File: src/rtl/tspyr_pkg.sv
package tspyr_pkg;

  // level tags as carried on the output stream
  typedef enum logic [1:0] {
    LVL_G0 = 2'd0,
    LVL_G1 = 2'd1,
    LVL_G2 = 2'd2
  } lvl_e;

  localparam int NUM_LEVELS = 3;
  localparam int BUF_LEVELS = NUM_LEVELS - 1;   // levels that own a ring buffer
  localparam int KTAPS      = 9;                // 3x3 window
  localparam int KSHIFT     = 4;                // kernel sum is 16
  localparam int RING_ROWS  = 4;
  localparam int RSEL_W     = $clog2(RING_ROWS);

  // binomial weight of tap idx (row-major 3x3) expressed as a left shift
  function automatic int tap_shift(input int idx);
    int s;
    s = 0;
    if ((idx / 3) == 1) s = s + 1;
    if ((idx % 3) == 1) s = s + 1;
    return s;
  endfunction

endpackage

File: src/rtl/tspyr_slot_sched.sv
module tspyr_slot_sched
  import tspyr_pkg::*;
#(
  parameter int SLOTS_G2 = 1,
  parameter int SLOTS_G1 = 4,
  parameter int SLOTS_G0 = 16
) (
  input  logic clk,
  input  logic rst_n,
  output lvl_e slot_lvl
);

  localparam int TOTAL = SLOTS_G2 + SLOTS_G1 + SLOTS_G0;
  localparam int SW    = $clog2(TOTAL);
  localparam logic [SW-1:0] LAST_SLOT = SW'(TOTAL - 1);
  localparam logic [SW-1:0] G1_START  = SW'(SLOTS_G2);
  localparam logic [SW-1:0] G0_START  = SW'(SLOTS_G2 + SLOTS_G1);

  logic [SW-1:0] slot_q, slot_d;

  always_comb begin
    if (slot_q == LAST_SLOT) slot_d = '0;
    else                     slot_d = slot_q + SW'(1);
  end

  always_ff @(posedge clk or negedge rst_n) begin
    if (!rst_n) slot_q <= '0;
    else        slot_q <= slot_d;
  end

  always_comb begin
    if (slot_q < G1_START)      slot_lvl = LVL_G2;
    else if (slot_q < G0_START) slot_lvl = LVL_G1;
    else                        slot_lvl = LVL_G0;
  end

endmodule

File: src/rtl/tspyr_level_buf.sv
module tspyr_level_buf
  import tspyr_pkg::*;
#(
  parameter int PIX_W = 8,
  parameter int LW    = 16,
  parameter int LH    = 16
) (
  input  logic                          clk,
  input  logic                          rst_n,
  input  logic                          push_valid,
  input  logic [PIX_W-1:0]              push_pix,
  output logic                          push_ready,
  output logic                          job_avail,
  output logic [KTAPS-1:0][PIX_W-1:0]   job_win,
  output logic                          job_keep,
  output logic                          job_final,
  input  logic                          job_take
);

  localparam int CW = $clog2(LW);
  localparam int RW = $clog2(LH + 3);
  localparam logic [RW-1:0] ROWS   = RW'(LH);
  localparam logic [RW-1:0] LAST_R = RW'(LH - 1);
  localparam logic [RW-1:0] KEEP_R = RW'(LH - 2);
  localparam logic [RW-1:0] AHEAD  = RW'(2);
  localparam logic [CW-1:0] LAST_C = CW'(LW - 1);
  localparam logic [CW-1:0] KEEP_C = CW'(LW - 2);

  logic [PIX_W-1:0] ring [RING_ROWS][LW];

  logic [RW-1:0] wr_row_q, wr_row_d, jr_q, jr_d;
  logic [CW-1:0] wr_col_q, wr_col_d, jc_q, jc_d;
  logic [RW-1:0] need_rows, jr_m1, jr_p1;
  logic [CW-1:0] jc_m1, jc_p1;
  logic          push_fire;

  logic [RSEL_W-1:0] rsel [3];
  logic [CW-1:0]     csel [3];

  // rows complete needed before the window centred on row jr is whole
  assign need_rows  = (jr_q == LAST_R) ? ROWS : (jr_q + AHEAD);
  assign job_avail  = (wr_row_q >= need_rows);
  // writer may run two rows ahead of the job row: the ring slot it fills
  // never holds rows jr-1..jr+1
  assign push_ready = (wr_row_q < ROWS) && (wr_row_q <= (jr_q + AHEAD));
  assign push_fire  = push_valid && push_ready;

  assign job_keep  = !jr_q[0] && !jc_q[0];
  assign job_final = (jr_q == KEEP_R) && (jc_q == KEEP_C);

  always_comb begin
    wr_row_d = wr_row_q;
    wr_col_d = wr_col_q;
    jr_d     = jr_q;
    jc_d     = jc_q;
    if (push_fire) begin
      if (wr_col_q == LAST_C) begin
        wr_col_d = '0;
        wr_row_d = wr_row_q + RW'(1);
      end else begin
        wr_col_d = wr_col_q + CW'(1);
      end
    end
    if (job_take) begin
      if (jc_q == LAST_C) begin
        jc_d = '0;
        if (jr_q == LAST_R) begin
          // frame complete: rewind for the next frame
          jr_d     = '0;
          wr_row_d = '0;
          wr_col_d = '0;
        end else begin
          jr_d = jr_q + RW'(1);
        end
      end else begin
        jc_d = jc_q + CW'(1);
      end
    end
  end

  always_ff @(posedge clk or negedge rst_n) begin
    if (!rst_n) begin
      wr_row_q <= '0;
      wr_col_q <= '0;
      jr_q     <= '0;
      jc_q     <= '0;
    end else begin
      wr_row_q <= wr_row_d;
      wr_col_q <= wr_col_d;
      jr_q     <= jr_d;
      jc_q     <= jc_d;
    end
  end

  always_ff @(posedge clk) begin
    if (push_fire) ring[wr_row_q[RSEL_W-1:0]][wr_col_q] <= push_pix;
  end

  // window gather with edge replication
  assign jr_m1 = jr_q - RW'(1);
  assign jr_p1 = jr_q + RW'(1);
  assign jc_m1 = jc_q - CW'(1);
  assign jc_p1 = jc_q + CW'(1);

  always_comb begin
    rsel[0] = (jr_q == '0)     ? jr_q[RSEL_W-1:0] : jr_m1[RSEL_W-1:0];
    rsel[1] = jr_q[RSEL_W-1:0];
    rsel[2] = (jr_q == LAST_R) ? jr_q[RSEL_W-1:0] : jr_p1[RSEL_W-1:0];
    csel[0] = (jc_q == '0)     ? jc_q : jc_m1;
    csel[1] = jc_q;
    csel[2] = (jc_q == LAST_C) ? jc_q : jc_p1;
  end

  for (genvar dr = 0; dr < 3; dr++) begin : g_row
    for (genvar dc = 0; dc < 3; dc++) begin : g_col
      assign job_win[dr*3+dc] = ring[rsel[dr]][csel[dc]];
    end
  end

endmodule

File: src/rtl/tspyr_conv_pe.sv
module tspyr_conv_pe
  import tspyr_pkg::*;
#(
  parameter int PIX_W = 8
) (
  input  logic [KTAPS-1:0][PIX_W-1:0] win,
  output logic [PIX_W-1:0]            pix
);

  localparam int ACC_W = PIX_W + KSHIFT;

  logic [ACC_W-1:0] acc;

  always_comb begin
    acc = '0;
    for (int i = 0; i < KTAPS; i++) begin
      acc = acc + (ACC_W'(win[i]) << tap_shift(i));
    end
  end

  assign pix = acc[ACC_W-1:KSHIFT];

endmodule

File: src/rtl/tspyr_engine.sv
module tspyr_engine
  import tspyr_pkg::*;
#(
  parameter int PIX_W    = 8,
  parameter int IMG_W    = 16,
  parameter int IMG_H    = 16,
  parameter int SLOTS_G2 = 1,
  parameter int SLOTS_G1 = 4,
  parameter int SLOTS_G0 = 16
) (
  input  logic             clk,
  input  logic             rst_n,
  input  logic             i_valid,
  output logic             i_ready,
  input  logic [PIX_W-1:0] i_pix,
  output logic             o_valid,
  input  logic             o_ready,
  output logic [PIX_W-1:0] o_pix,
  output logic [1:0]       o_level,
  output logic             o_last
);

  lvl_e slot_lvl;

  logic [BUF_LEVELS-1:0] avail_v, keep_v, final_v, take_v, push_valid_v, push_ready_v;
  logic [PIX_W-1:0]                  push_pix_v [BUF_LEVELS];
  logic [KTAPS-1:0][PIX_W-1:0]       win_v      [BUF_LEVELS];
  logic [KTAPS-1:0][PIX_W-1:0]       pe_win;
  logic [PIX_W-1:0]                  pe_pix;

  logic             fire0, fire1, out_free, load, load_last;
  lvl_e             load_lvl;
  logic             ov_q, ov_d, last_q, last_d;
  logic [PIX_W-1:0] pix_q, pix_d;
  lvl_e             lvl_q, lvl_d;

  tspyr_slot_sched #(
    .SLOTS_G2 (SLOTS_G2),
    .SLOTS_G1 (SLOTS_G1),
    .SLOTS_G0 (SLOTS_G0)
  ) u_sched (
    .clk      (clk),
    .rst_n    (rst_n),
    .slot_lvl (slot_lvl)
  );

  for (genvar g = 0; g < BUF_LEVELS; g++) begin : g_lvl
    tspyr_level_buf #(
      .PIX_W (PIX_W),
      .LW    (IMG_W >> g),
      .LH    (IMG_H >> g)
    ) u_buf (
      .clk        (clk),
      .rst_n      (rst_n),
      .push_valid (push_valid_v[g]),
      .push_pix   (push_pix_v[g]),
      .push_ready (push_ready_v[g]),
      .job_avail  (avail_v[g]),
      .job_win    (win_v[g]),
      .job_keep   (keep_v[g]),
      .job_final  (final_v[g]),
      .job_take   (take_v[g])
    );
  end

  // timing multiplexer: the slot owner's window drives the shared unit
  assign pe_win = (slot_lvl == LVL_G1) ? win_v[1] : win_v[0];

  tspyr_conv_pe #(
    .PIX_W (PIX_W)
  ) u_pe (
    .win (pe_win),
    .pix (pe_pix)
  );

  assign out_free = !ov_q || o_ready;

  always_comb begin
    fire0 = (slot_lvl == LVL_G0) && avail_v[0] &&
            (!keep_v[0] || (out_free && push_ready_v[1]));
    fire1 = (slot_lvl == LVL_G1) && avail_v[1] &&
            (!keep_v[1] || out_free);
    take_v[0] = fire0;
    take_v[1] = fire1;
    load      = (fire0 && keep_v[0]) || (fire1 && keep_v[1]);
    load_lvl  = fire1 ? LVL_G2 : LVL_G1;
    load_last = fire1 ? final_v[1] : final_v[0];
  end

  assign push_valid_v[0] = i_valid;
  assign push_pix_v[0]   = i_pix;
  assign push_valid_v[1] = fire0 && keep_v[0];
  assign push_pix_v[1]   = pe_pix;
  assign i_ready         = push_ready_v[0];

  // output register next state
  always_comb begin
    ov_d   = ov_q;
    pix_d  = pix_q;
    lvl_d  = lvl_q;
    last_d = last_q;
    if (load) begin
      ov_d   = 1'b1;
      pix_d  = pe_pix;
      lvl_d  = load_lvl;
      last_d = load_last;
    end else if (o_ready) begin
      ov_d = 1'b0;
    end
  end

  always_ff @(posedge clk or negedge rst_n) begin
    if (!rst_n) begin
      ov_q   <= 1'b0;
      pix_q  <= '0;
      lvl_q  <= LVL_G0;
      last_q <= 1'b0;
    end else begin
      ov_q   <= ov_d;
      pix_q  <= pix_d;
      lvl_q  <= lvl_d;
      last_q <= last_d;
    end
  end

  assign o_valid = ov_q;
  assign o_pix   = pix_q;
  assign o_level = lvl_q;
  assign o_last  = last_q;

endmodule

File: config.mk
export PLATFORM = sky130hd
export DESIGN_NAME = tspyr_engine
export DESIGN_NICKNAME = d
export VERILOG_FILES = /design/src/rtl/tspyr_pkg.sv /design/src/rtl/tspyr_slot_sched.sv /design/src/rtl/tspyr_level_buf.sv /design/src/rtl/tspyr_conv_pe.sv /design/src/rtl/tspyr_engine.sv
export SDC_FILE = /design/constraint.sdc
export NUM_CORES = 2
export LEC_CHECK = 0
export BUFFER_PORTS_ARGS = -buffer_cell sky130_fd_sc_hd__buf_2
export CAP_MARGIN = 25
export CORE_MARGIN = 3
export CORE_UTILIZATION = 35
export CTS_CLUSTER_DIAMETER = 30
export CTS_CLUSTER_SIZE = 10
export DETAILED_ROUTE_END_ITERATION = 8
export SKIP_LAST_GASP = 1
export SLEW_MARGIN = 5
export SYNTH_ARGS = -nofsm -noshare
export SYNTH_HDL_FRONTEND = slang
export SYNTH_SLANG_ARGS = --single-unit
File: constraint.sdc
create_clock -name clk -period 18.54 [get_ports clk]
set_input_delay 0.927 -clock clk [delete_from_list [all_inputs] [get_ports clk]]
set_output_delay 0.927 -clock clk [all_outputs]
set_load 0.005 [all_outputs]
Yosys cells after proc, flatten, opt, wreduce, memory -nomap -nowiden
Memories as Yosys holds them, arrays and structs flattened. Index checks and enable logic that the tools add are counted.

Register bits after elaboration: 49. Bits in writable memories: 768. Bits of input ports: 12. Output and inout port bits: 13. Logic and storage cells: 216. Memories: 2.

Add/subtract/negate cells: 23. Magnitude comparators: 18. Equal/unequal tests: 12. Multiplexer cells: 104. Bitwise operators: 8. Reductions and logical operators: 36.

Memories: g_lvl[0].u_buf.ring (words 4, bits a word 128, rd ports 3, clocked after memory_dff 0, wr ports 1, RTL line tspyr_level_buf.sv:29) `logic [PIX_W-1:0] ring [RING_ROWS][LW];`; g_lvl[1].u_buf.ring (words 4, bits a word 64, rd ports 3, clocked after memory_dff 0, wr ports 1, RTL line tspyr_level_buf.sv:29).

Operators by type and width (count): 8-bit two-way mux (38); 8-bit binary-select mux with 4-bit select (9); 8-bit binary-select mux with 3-bit select (9); 128-bit two-way mux (1); 72-bit two-way mux (1); 64-bit two-way mux (1); 4-bit two-way mux (15); 5-bit two-way mux (8); 12-bit by 8-bit adder with 12-bit output (3); 12-bit by 9-bit adder with 12-bit output (3); 8-bit demux with 4-bit select (1); 8-bit demux with 3-bit select (1); 3-bit two-way mux (8); 5-bit >= comparator (second input constant) (4); 4-bit NOT with 5-bit output (4); 1-bit logical AND (17); 4-bit by 1-bit adder with 4-bit output (second input constant) (4); 4-bit >= comparator (second input constant) (4); 3-bit NOT with 4-bit output (4); 5-bit by 1-bit adder with 5-bit output (second input constant) (3); 12-bit by 10-bit adder with 12-bit output (1); 4-bit equality test (second input constant) (3); 2-bit two-way mux (6); 8-bit by 9-bit adder with 10-bit output (1); 29 further kinds (52).

Depth between registers and ports, before layout
Word-level depth: 15. Depth in mapped cells: 43. Depth with buffers taken out: 37.

Cells and area by module
A second synthesis with hierarchy kept.

Cells, all modules: 5378. Area, all modules: 60509.3 µm².

By module, submodules not included: tspyr_level_buf (g_lvl[0].u_buf) (times used 1, cells an instance 3184, area each 36615.1 µm², seq. area each 15825.2 µm²); tspyr_level_buf (g_lvl[1].u_buf) (times used 1, cells an instance 1705, area each 20373.3 µm², seq. area each 8037.7 µm²); tspyr_conv_pe (times used 1, cells an instance 193, area each 1830.5 µm², seq. area each 0.0 µm²); tspyr_engine (times used 1, cells an instance 270, area each 1420.1 µm², seq. area each 300.3 µm²); tspyr_slot_sched (times used 1, cells an instance 26, area each 270.3 µm², seq. area each 125.1 µm²).

Least setup slack after synthesis
OpenSTA, ideal clock, no wires.

Path kind: reg-to-reg. Start point: reg g_lvl[0].u_buf.jr_q[0]. End point: mem g_lvl[1].u_buf.ring[0][15] (netlist name), data pin. Library setup time: 376 ps. Data arrival time: 10566 ps. Data required time: 18164 ps. Path slack: 7598 ps. Stages on the path, launching flop included: 38. Buffers on the path: 6. Clock period less this slack: 10942 ps. Cell sequence: dfrtp_1 clkbuf_1 buf_2 buf_2 clkbuf_1 inv_1 ha_1 nor4b_4 xnor2_1 buf_4 buf_2 mux4_2 mux4_2 mux2_2 a21oi_1 o22ai_1 ha_1 inv_1 [... 2 more ...] fa_1 fa_1 fa_1 nor2_1 nand2_1 or3_1 or4_1 o22ai_1 nor3_1 fa_1 nor2b_1 o21ai_0 a21oi_1 o21ai_0 nand2b_1 a21o_1 a21oi_1 xor2_1.

Longest elaborated chain between the ends: 15. Elaborated cells on any way between the ends: 43. Classes of those cells: add/sub: 10; eq/ne: 1; mux: 30; reduce/logical: 1; memory: 1.

RTL lines: start, declared (RTL line tspyr_level_buf.sv:31) `logic [RW-1:0] wr_row_q, wr_row_d, jr_q, jr_d;`; start signal, assigned (RTL line tspyr_level_buf.sv:90) `jr_q <= jr_d;`; 2-bit by 1-bit subtractor with 2-bit output or 5-bit zero test (tied branches) (RTL line tspyr_level_buf.sv:100, tspyr_level_buf.sv:106); 2-bit two-way mux (RTL line tspyr_level_buf.sv:106) `rsel[0] = (jr_q == '0) ? jr_q[RSEL_W-1:0] : jr_m1[RSEL_W-1:0];`; memory 4 x 128 bit (*); 8-bit binary-select mux with 4-bit select (RTL line tspyr_level_buf.sv:116) `assign job_win[dr*3+dc] = ring[rsel[dr]][csel[dc]];`; 8-bit two-way mux (not written as such) (2 in a row) (RTL line tspyr_level_buf.sv:116); 72-bit two-way mux (*) (RTL line tspyr_engine.sv:67) `assign pe_win = (slot_lvl == LVL_G1) ? win_v[1] : win_v[0];`; 8-bit by 9-bit adder with 10-bit output (RTL line tspyr_conv_pe.sv:17) `acc = acc + (ACC_W'(win[i]) << tap_shift(i));`; 12-bit by 8-bit adder with 12-bit output (RTL line tspyr_conv_pe.sv:17); 12-bit by 9-bit adder with 12-bit output (RTL line tspyr_conv_pe.sv:17); 12-bit by 10-bit adder with 12-bit output (RTL line tspyr_conv_pe.sv:17); 12-bit by 9-bit adder with 12-bit output (RTL line tspyr_conv_pe.sv:17); 12-bit by 8-bit adder with 12-bit output (RTL line tspyr_conv_pe.sv:17); 12-bit by 9-bit adder with 12-bit output (RTL line tspyr_conv_pe.sv:17); 12-bit by 8-bit adder with 12-bit output (*) (RTL line tspyr_conv_pe.sv:17); via g_lvl[1].u_buf.push_pix[7] (RTL line tspyr_level_buf.sv:11) `input logic [PIX_W-1:0] push_pix,`; end, declared (RTL line tspyr_level_buf.sv:29).

The timed path passes the listed nets; every way through them passes the cells marked *. The select of a mux whose other input is x is not followed.

Worst setup path after layout
Start point: reg g_lvl[0].u_buf.jc_q[1]. End point: mem g_lvl[1].u_buf.ring[0][23] (netlist name), data pin.

Longest elaborated chain between the ends: 15. Elaborated cells on any way between the ends: 45. Classes of those cells: add/sub: 10; eq/ne: 1; mux: 30; bitwise: 3; reduce/logical: 1.

RTL lines: start, declared (RTL line tspyr_level_buf.sv:32) `logic [CW-1:0] wr_col_q, wr_col_d, jc_q, jc_d;`; start signal, assigned (RTL line tspyr_level_buf.sv:91) `jc_q <= jc_d;`; 4-bit by 1-bit subtractor with 4-bit output or 4-bit zero test (tied branches) (RTL line tspyr_level_buf.sv:102, tspyr_level_buf.sv:109); 4-bit two-way mux (RTL line tspyr_level_buf.sv:109) `csel[0] = (jc_q == '0) ? jc_q : jc_m1;`; 4-bit NOT with 5-bit output (not written as such) (RTL line tspyr_level_buf.sv:116); 8-bit binary-select mux with 4-bit select (RTL line tspyr_level_buf.sv:116); 8-bit two-way mux (not written as such) (2 in a row) (RTL line tspyr_level_buf.sv:116); 72-bit two-way mux (*) (RTL line tspyr_engine.sv:67); 8-bit by 9-bit adder with 10-bit output (RTL line tspyr_conv_pe.sv:17); 12-bit by 8-bit adder with 12-bit output (RTL line tspyr_conv_pe.sv:17); 12-bit by 9-bit adder with 12-bit output (RTL line tspyr_conv_pe.sv:17); 12-bit by 10-bit adder with 12-bit output (RTL line tspyr_conv_pe.sv:17); 12-bit by 9-bit adder with 12-bit output (RTL line tspyr_conv_pe.sv:17); 12-bit by 8-bit adder with 12-bit output (RTL line tspyr_conv_pe.sv:17); 12-bit by 9-bit adder with 12-bit output (RTL line tspyr_conv_pe.sv:17); 12-bit by 8-bit adder with 12-bit output (*) (RTL line tspyr_conv_pe.sv:17); via g_lvl[1].u_buf.push_pix[7] (RTL line tspyr_level_buf.sv:11).

Marks and branches as above.

==> results.sh <==
export IMPL_post_drt_wl_per_cell_um=36.1
export IMPL_seq_area_frac_synth_pct=42.9
export IMPL_fmax_ghz=0.0849
export IMPL_cp_start_kind="register"
export IMPL_synth_edf_count=768
export IMPL_overflow=0
export IMPL_crit_arrival_ns=12.40
export IMPL_final_hold_viol_count=0
export IMPL_drive_gt1_share_pct=40.5
export IMPL_ios=25
export IMPL_max_stage_delay_ns=0.94
export IMPL_finClkSkew_ns=0.0438
export IMPL_synth_top_family_by_area="multiplexers"
export IMPL_hold_buffers=0
export IMPL_period_needed_ns=11.78
export IMPL_synth_compound_area_share_pct=4.68
export IMPL_coreArea_um2=161000
export IMPL_clockRootBuffer="clkbuf_16"
export IMPL_synth_main_ff_cell="edfxtp_1"
export IMPL_tritoncts="built"
export IMPL_grt_pass1_vias=39461
export IMPL_layoutNonFillerInstCount=6022
export IMPL_ys_seq_elements=817
export IMPL_worst_path_max_delay_cell="a311oi_1"
export IMPL_initial_core_util_pct=35.2
export IMPL_vias=40869
export IMPL_synthXorXnorAreaFrac_pct=0.462
export IMPL_antenna_found_initial=11
export IMPL_ys_types=78
export IMPL_cpMostUsedCell="fa_1"
export IMPL_slew_violations=0
export IMPL_yosys_area_share_simple_pct=6.07
export IMPL_htree_levels=4
export IMPL_clock_latency_ns=0.83
export IMPL_antenna_left=0
export IMPL_routed_via_density=6.79
export IMPL_critPathCaptureType="register"
export IMPL_clk_transition_reported_paths_ns=0.04
export IMPL_die_w_um=408
export IMPL_rsz0062_at_grt="false"
export IMPL_fin_area_um2=66700
export IMPL_synthesis_nets=3771
export IMPL_synth_area_um2=56700
export IMPL_yosysWarnings=0
export IMPL_place_area_um2=59900
export IMPL_synthMuxAreaShare_pct=39.5
export IMPL_worst_pin_slew_ns=1.21
export IMPL_die_height_um=408
export IMPL_post_cts_buffers=0
export IMPL_min_path_type="in2async"
export IMPL_setup_tns_final_ns=0
export IMPL_cap_violations=0
export IMPL_path_buf_inv=4
export IMPL_grtUsageTotal_pct=25.8
export IMPL_routabilityCongestion=1.02
export IMPL_path_class="reg2reg"
export IMPL_dp_hpwl_mm=148
export IMPL_syn_mean_instance_area_um2=15.6
export IMPL_dp_cells=5655
export IMPL_cts_resized=0
export IMPL_dr_pass1_iters=5
export IMPL_async_flop_share_pct=6.00
export IMPL_wirelength_mm=217
export IMPL_grt_max_degree=120
export IMPL_cts_sinks=817
export IMPL_final_nets=3830
export IMPL_cts_made_buffers=189
export IMPL_portBuffers=24
export IMPL_rows=147
export IMPL_layout_area_overhead_vs_synth_pct=17.7
export IMPL_synth_top_area_share_pct=40.7
export IMPL_syn_inst=3635
export IMPL_crit_family="adder cells"
export IMPL_required_ns=19.16
export IMPL_relSlewSlack_pct=18.2
export IMPL_drc=0
export IMPL_status="complete, no violations"
export IMPL_clk_path_buf_depth=3
export IMPL_first_iter_violations=6792
export IMPL_grt_first_pass_wirelength_mm=308
export IMPL_cp_max_fo=64
export IMPL_synth_area_top_cells="edfxtp_1 41%, mux4_2 37%, nand2_1 2.6%"
export IMPL_die_area_um2=167000
export IMPL_finalSetupViolCount=0
export IMPL_holdWs_ns=0.282
export IMPL_post_route_period_util_pct=63.5
export IMPL_fill_cells=14479
export IMPL_synth_fa_ha_area_share_pct=3.37
export IMPL_yosys_area_top_type="edfxtp_1"
## sequential cells by signal (all words and copies together) (netlist names)
name                  count
g_lvl.u_buf.jr_q          9
g_lvl.u_buf.wr_row_q      9
o_last                    1
o_pix                     8
g_lvl.u_buf.wr_col_q      7
o_valid                   1
g_lvl.u_buf.jc_q          7
u_sched.slot_q            5
o_level                   2
g_lvl.u_buf.ring        768
## per-stage QoR
stage / setup slack, ns / utilization, %
floorplan: 7.60 / -
global placement: 6.45 / 37.1
detailed placement: 6.94 / 37.2
CTS: 6.91 / 41.4
global route: 6.23 / 41.5
finish: 6.76 / 41.5
## worst reg2reg max path: cells and delay by family (launching register included)
family,cells,cell delay [ns]
AO/OA/AOI/OAI,10,2.59
XOR/XNOR,3,1.38
adder cells (fa/ha/maj),7,3.01
buffers and inverters,4,1.96
flip-flops,1,0.39
AND/OR/NAND/NOR,9,2.25
## layer usage
metal / vias up / GRT usage [%] / wire length [um] / share of wire (%)
met4: 8 / 14.5 / 14500 / 6.7
li1: 15418 / - / - / -
met1: 21274 / 34.2 / 78300 / 36
met3: 616 / 9.58 / 31800 / 15
met2: 3553 / 36.5 / 92900 / 43
met5: - / 0 / 62 / 0.029
## cells by family after synthesis
group                      Yosys count
AOI/OAI and AO/OA                  402
adders and majority gates          124
DFF                                817
buffers and inverters              421
muxes                             1063
xor gates and xnor gates            29
and+or+nand+nor                    779
## final timing paths
kind | start | to | slack (ns) | cells after the start
worst max register to register | g_lvl[0].u_buf.jc_q[1] | g_lvl[1].u_buf.ring[0][23] | 6.76 | 33
worst max-delay path | g_lvl[0].u_buf.jc_q[1] | g_lvl[1].u_buf.ring[0][23] | 6.76 | 33
max in group asynchronous | rst_n | g_lvl[0].u_buf.jr_q[1] | 17.56 | 2
worst min-delay path | rst_n | g_lvl[0].u_buf.jc_q[1] | 0.28 | 2
worst min register to register | o_level[1] | o_level[1] | 0.48 | 2
min in group clk | i_valid | g_lvl[0].u_buf.wr_col_q[0] | 0.42 | 3
## layout by cell type (no fill, tap or decap), types with 15 or more instances in the layout
cell,netlist,routed
mux2i_1,103,100
buf_4,5,145
clkbuf_16,0,191
a31oi_1,60,60
nand2_1,386,386
ha_1,76,72
buf_2,70,25
nor2_2,0,24
nor3_1,20,20
clkinvlp_4,0,28
dfrtp_1,49,41
fa_1,48,48
o21ai_0,49,48
a21oi_1,105,103
clkinv_1,4,19
o211ai_1,24,24
edfxtp_1,768,768
nand2b_1,16,16
a311oi_1,34,34
and3_1,15,15
clkinv_2,0,32
mux2_2,22,21
bufinv_16,0,29
nand3_1,50,50
inv_6,0,23
and2_1,65,65
nor2_1,185,161
mux4_2,936,936
inv_1,84,84
a211oi_1,61,61
## cell type report
type | instances | area, um^2 | area share, %
Inverter | 90 | 342 | 0.512
Tap cell | 2160 | 2700 | 4.05
Timing Repair Buffer | 199 | 1630 | 2.44
Clock inverter | 150 | 1840 | 2.75
Clock buffer | 206 | 4870 | 7.30
Antenna cell | 3 | 7.51 | 0.0113
Multi-Input combinational cell | 2397 | 31000 | 46.5
Sequential cell | 817 | 24300 | 36.5
## cells in the mapped netlist (8+ instances only)
cell / number
a21oi_1: 105
nor2_1: 185
nor3_1: 20
fa_1: 48
o211ai_1: 24
mux4_2: 936
xnor2_1: 20
mux2_2: 22
dfrtp_1: 49
clkbuf_1: 190
nand2b_1: 16
buf_2: 70
and2_1: 65
a21o_1: 8
o21ai_0: 49
a31oi_1: 60
nor3b_1: 8
ha_1: 76
mux2i_1: 103
xor2_1: 8
o21a_1: 12
nand3_1: 50
and3_1: 15
inv_1: 84
a211oi_1: 61
a311oi_1: 34
edfxtp_1: 768
buf_1: 62
nand2_1: 386
Power is left out: the tool's default activity adds up to more than one toggle a clock period on the data nets, which glitch-free logic cannot reach.
